### src/rtl/ilvf_pkg.sv
package ilvf_pkg;
   typedef enum logic [1:0] {
      ST_IDLE = 2'd0,
      ST_WAIT = 2'd1,
      ST_SEND = 2'd2
   } ilvf_state_t;
endpackage

### src/rtl/ilvf_bank.sv
module ilvf_bank #(
   parameter int DW = 32,
   parameter int RW = 4
) (
   input  logic          clk,
   input  logic          rst_n,
   input  logic          wr_en,
   input  logic [RW-1:0] wr_row,
   input  logic [DW-1:0] wr_word,
   input  logic          cap_en,
   input  logic [RW-1:0] cap_row,
   output logic [DW-1:0] held_word
);
   localparam int ROWS = 1 << RW;

   logic [DW-1:0] cells [ROWS];

   always_ff @(posedge clk) begin
      if (wr_en) cells[wr_row] <= wr_word;
   end

   // capture reads the pre-write contents at the same edge
   always_ff @(posedge clk) begin
      if (!rst_n)      held_word <= '0;
      else if (cap_en) held_word <= cells[cap_row];
   end
endmodule

### src/rtl/ilvf_wr_route.sv
module ilvf_wr_route #(
   parameter int AW    = 6,
   parameter int NBANK = 4
) (
   input  logic                          wr_valid,
   input  logic [AW-1:0]                 wr_addr,
   output logic [NBANK-1:0]              bank_en,
   output logic [AW-$clog2(NBANK)-1:0]   row
);
   localparam int BW = $clog2(NBANK);

   assign row = wr_addr[AW-1:BW];

   for (genvar b = 0; b < NBANK; b++) begin : g_dec
      assign bank_en[b] = wr_valid && (wr_addr[BW-1:0] == BW'(b));
   end
endmodule

### src/rtl/ilvf_seq.sv
module ilvf_seq
   import ilvf_pkg::*;
#(
   parameter int NBANK = 4,
   parameter int LAT   = 25
) (
   input  logic                     clk,
   input  logic                     rst_n,
   input  logic                     req_valid,
   output logic                     req_ready,
   output logic                     start,
   output logic                     ret_valid,
   output logic [$clog2(NBANK)-1:0] ret_idx,
   output logic                     ret_last
);
   localparam int BW = $clog2(NBANK);
   localparam int CW = $clog2(LAT + 1);

   ilvf_state_t   state;
   logic [CW-1:0] wait_cnt;
   logic [BW-1:0] idx;

   assign req_ready = (state == ST_IDLE);
   assign start     = req_valid && req_ready;
   assign ret_valid = (state == ST_SEND);
   assign ret_idx   = idx;
   assign ret_last  = ret_valid && (idx == BW'(NBANK - 1));

   always_ff @(posedge clk) begin
      if (!rst_n) begin
         state    <= ST_IDLE;
         wait_cnt <= '0;
         idx      <= '0;
      end else begin
         unique case (state)
            ST_IDLE: begin
               if (start) begin
                  state    <= ST_WAIT;
                  wait_cnt <= '0;
               end
            end
            ST_WAIT: begin
               if (wait_cnt == CW'(LAT - 1)) begin
                  state <= ST_SEND;
                  idx   <= '0;
               end else begin
                  wait_cnt <= wait_cnt + 1'b1;
               end
            end
            ST_SEND: begin
               if (idx == BW'(NBANK - 1)) state <= ST_IDLE;
               else                       idx   <= idx + 1'b1;
            end
            default: state <= ST_IDLE;
         endcase
      end
   end
endmodule

### src/rtl/ilv_block_fetch.sv
module ilv_block_fetch #(
   parameter int DW    = 32,
   parameter int AW    = 6,
   parameter int NBANK = 4,
   parameter int LAT   = 25
) (
   input  logic                        clk,
   input  logic                        rst_n,
   input  logic                        req_valid,
   input  logic [AW-$clog2(NBANK)-1:0] req_addr,
   output logic                        req_ready,
   input  logic                        wr_valid,
   input  logic [AW-1:0]               wr_addr,
   input  logic [DW-1:0]               wr_data,
   output logic                        rd_valid,
   output logic [$clog2(NBANK)-1:0]    rd_bank,
   output logic [DW-1:0]               rd_data,
   output logic                        rd_last
);
   localparam int BW = $clog2(NBANK);
   localparam int RW = AW - BW;

   if (NBANK < 2 || (1 << BW) != NBANK) begin : g_bad_nbank
      $error("NBANK must be a power of two, at least 2");
   end
   if (LAT < 1) begin : g_bad_lat
      $error("LAT must be at least 1");
   end
   if (RW < 1) begin : g_bad_aw
      $error("AW must leave at least one row bit");
   end

   logic             start;
   logic [NBANK-1:0] bank_wr;
   logic [RW-1:0]    wr_row;
   logic [DW-1:0]    held [NBANK];

   ilvf_seq #(.NBANK(NBANK), .LAT(LAT)) u_seq (
      .clk       (clk),
      .rst_n     (rst_n),
      .req_valid (req_valid),
      .req_ready (req_ready),
      .start     (start),
      .ret_valid (rd_valid),
      .ret_idx   (rd_bank),
      .ret_last  (rd_last)
   );

   ilvf_wr_route #(.AW(AW), .NBANK(NBANK)) u_route (
      .wr_valid (wr_valid),
      .wr_addr  (wr_addr),
      .bank_en  (bank_wr),
      .row      (wr_row)
   );

   for (genvar b = 0; b < NBANK; b++) begin : g_bank
      ilvf_bank #(.DW(DW), .RW(RW)) u_bank (
         .clk       (clk),
         .rst_n     (rst_n),
         .wr_en     (bank_wr[b]),
         .wr_row    (wr_row),
         .wr_word   (wr_data),
         .cap_en    (start),
         .cap_row   (req_addr),
         .held_word (held[b])
      );
   end

   assign rd_data = rd_valid ? held[rd_bank] : '0;
endmodule

### config.mk
export PLATFORM = sky130hd
export DESIGN_NAME = ilv_block_fetch
export DESIGN_NICKNAME = d
export VERILOG_FILES = /design/src/rtl/ilvf_pkg.sv /design/src/rtl/ilvf_bank.sv /design/src/rtl/ilvf_wr_route.sv /design/src/rtl/ilvf_seq.sv /design/src/rtl/ilv_block_fetch.sv
export SDC_FILE = /design/constraint.sdc
export NUM_CORES = 2
export LEC_CHECK = 0
export ABC_CLOCK_PERIOD_IN_PS = 3100
export CAP_MARGIN = 0
export CORE_MARGIN = 2
export CORE_UTILIZATION = 54
export DETAILED_ROUTE_END_ITERATION = 8
export GPL_TIMING_DRIVEN = 0
export PLACE_DENSITY = 0.85
export RECOVER_POWER = 50
export SYNTH_ARGS = -nofsm -noshare
export SYNTH_HDL_FRONTEND = slang
export SYNTH_SLANG_ARGS = --single-unit
### constraint.sdc
create_clock -name clk -period 3.1 [get_ports clk]
set_input_delay 0.62 -clock clk [delete_from_list [all_inputs] [get_ports clk]]
set_output_delay 0.62 -clock clk [all_outputs]
set_load 0.02 [all_outputs]
==> results by group <==
STA
  • Tightest Pin Transition: roughly 2800 ps
  • Fin crit period: 3260 ps
  • Max Freq: 0.307 GHz
  • Max-slew violations: approximately 1,400
  • Slew Limit Headroom: -0.867
  • RSZ-0062 raised after global routing: true
  • Worst Skew: a little under 60 ps
  • Period utilization: 1.05
  • Worst hold slack: between 150 and 200 ps
  • Hold Violations, Final: 0
  • Setup-failing EPs final: 330
  • Post-route setup slack: -160 ps

Worst hold path
  • Hold Path Stages: 1
  • Hold_sp: wr_data[31]
  • Hold crit path type: in2reg
  • Hold EP: g_bank[3].u_bank.cells[12][31]

Outcome
  • Outcome: complete, but fails checks
  • Violated checks: capacitance limit, slew limit, setup timing

Clocking
  • Clock tree buffer depth: 3
  • Sink Count: 2,185
  • TritonCTS buffer count: approximately 200
  • # H-tree levels: 4
  • Clock latency on the worst-skew pair: 840 ps
  • CTS Root Cell: clkbuf_16
  • Count of hold-fix buffers inserted at cts: 0
  • Register clock-pin slew on the reported worst setup and hold paths: ~70 ps
  • CTS tree: yes

Layout
  • Layout cells sized above 1: 0.294
  • Layout area overhead: 15.6%
  • Nets@finish: around 4,100
  • Commonest non-fill, non-tap cell in the layout: edfxtp_1
  • Post-layout util: 0.628
  • Layout Cells excl Fill: ~6,300
  • Most frequent cells in the layout: 2,048 x edfxtp_1, 542 x mux4_2, 204 x clkbuf_16

Global route
  • Largest net degree at the start of global routing: just under 60
  • GR Util All Layers: 0.319
  • Vias in the first global route: 43,500
  • Initial antenna violation count: 35
  • First-pass GRT wire length: around 340,000 um
  • Total grt overflow: 0

Placement
  • GPL Wtd Cong: 1.00
  • Cells after DPL: 5,841
  • Final HPWL DP: between 150,000 and 200,000 um
  • Dpl ws: -1180 ps
  • Port buffer count: 78

Route
  • WL final: 249,000 um
  • Vias per Instance: approximately 7.0
  • Routed wire length per instance: approximately 40 um
  • Number of routed nets with antenna violations: 0
  • 1st-pass router iterations: 8
  • DR DRC count: 0
  • Vias: 44,000
  • Initial DRC Count: 8,231

Job
  • Max-Cap Viols: 37

Floorplanning
  • # rows: 143
  • IO Count: 83
  • Die Ht: between 300 and 400 um
  • Initial Util: 0.543
  • Core ar.: around 0.15 mm2
  • Die area: between 0.15 and 0.2 mm2
  • Die X: 395 um

Worst setup path
  • R2r setup slk: -20 ps
  • Worst reg-to-reg path cell count: 7
  • RR Startpoint: u_seq.state[0]
  • Crit path capture type: register
  • CP Data Required Time: between 3000 and 4000 ps
  • CP startpoint kind: primary input
  • Crit path max fanout: 20
  • WS Path Type: in2reg
  • Crit path DAT: approximately 3800 ps
  • FF-to-FF End: g_bank[2].u_bank.held_word[1]

Yosys
  • Gate Count Post-Synth: 3,635
  • Syn Nets: between 3,000 and 4,000
  • Mapped Area: roughly 0.082 mm2
  • Syn Area/Cell: approximately 23 um2
  • Synth unique cells: 43
  • Sequential-to-total area share from yosys stat: 0.780
  • Flops & latches, synth: around 2,200
  • Synthesis Warnings: 0

Power and ir drop
  • LEAKAGE: between 0.03 and 0.04 uW
  • PD cells: around 680 mW/mm2
  • Max VDD drop: around 0.60 mV
[sequential cells by signal, indices dropped and copies added (netlist names)]
name and cells:
u_seq.ret_idx 2, g_bank.u_bank.held_word 128, g_bank.u_bank.cells 2048, u_seq.wait_cnt 5, u_seq.state 2
[power by group]
part           switching, uW  internal (uW)  total (uW)
Sequential              1010          32900       33900
Clock                  11100          14700       25800
Combinational           3210           1600        4820
Total                  15400          49100       64500
[routing by layer]
layer	share of wire	GRT usage
met5	0.00085	0
met4	0.076	0.186
met3	0.16	0.123
met2	0.45	0.484
met1	0.31	0.391
[how the worst max path moves through the flow]
stage / cells past startpoint / end / slack (ps) / start
after floorplan: 4 / g_bank[0].u_bank.cells[10][0] / -130 / wr_addr[0]
final: 5 / g_bank[3].u_bank.cells[7][20] / -160 / wr_addr[0]
after detailed placement: 5 / g_bank[2].u_bank.cells[7][15] / -1180 / wr_addr[0]
after global routing: 5 / g_bank[3].u_bank.cells[7][20] / -130 / wr_addr[0]
after CTS: 6 / rd_data[8] / -80 / u_seq.ret_idx[1]
after global placement: 4 / g_bank[2].u_bank.cells[7][15] / -2800 / wr_addr[0]
[synth_stat cells, drive strengths merged]
library cell	count	area share
nor3	1	0.000061
o31ai	3	0.00027
nand4	4	0.00030
nor4	1	0.000076
o211ai	85	0.0077
a221o	4	0.00049
nand3	10	0.00061
and3	2	0.00015
and2	35	0.0027
nor3b	1	0.000091
xor2	2	0.00021
a211oi	1	0.000091
buf	149	0.0097
o21ai	41	0.0025
ha	6	0.00091
a21boi	4	0.00036
nand2b	3	0.00023
a221oi	38	0.0040
a2bb2oi	1	0.00011
nor2b	9	0.00068
edfxtp	2048	0.75
nor2	75	0.0034
nand3b	2	0.00018
a211o	1	0.00011
inv	6	0.00027
a2111oi	1	0.00011
nand2	98	0.0045
nand4b	2	0.00021
o2111ai	2	0.00021
a21oi	1	0.000061
a22oi	85	0.0077
dfxtp	137	0.033
mux4	542	0.15
or4	1	0.000091
mux2	6	0.00082
clkbuf	57	0.0026
or3b	1	0.00011
mux2i	169	0.021
o22ai	1	0.000076
[per-stage QoR]
step	total power [uW]	TNS [ps]	cell area, um2
floorplan	36100	-41240	82400
global placement	38600	-5219060	85700
detailed placement	38800	-1029230	88100
CTS	64100	-878	95400
global route	65500	-18500	95200
finish	64500	-22580	95200
[critical path, cell delays in order]
cell	delay [ps]
dlygate4sd3_1	850
nand3_1	660
clkbuf_1	650
nor2_4	680
buf_12	270
[area by class of cell]
cell class | instances | area, um2
plain buffers | 204 | 1120
clock inverters | 99 | 1240
clock buffers | 281 | 5620
fillers | 9606 | 56500
diodes | 10 | 25.0
multi-input cells | 1238 | 17700
flip-flops and latches | 2185 | 64200
repair buffers | 229 | 2760
inverters | 6 | 22.5
well taps | 2030 | 2540
[logic make-up (layout without fill, tap and decap cells)]
group,Yosys count,after routing,share of synthesized area
DFF,2185,2185,0.780
muxes,717,717,0.169
AOI/OAI and AO/OA,268,268,0.0239
and+or+nand+nor,245,245,0.0133
xor gates and xnor gates,2,2,0.000213
adders and majority gates,6,6,0.000911
other,0,10,0
buffers and inverters,212,819,0.0126
[what timing repair did]
item,4_1_cts,5_1_grt
setup endpoints to repair,306,211
pin swaps,11,11
gates resized for setup,221,18
endpoints found under the hold margin,0,0
gates cloned,3,0
setup buffers,20,32
Power figures use the tool's default switching activity.
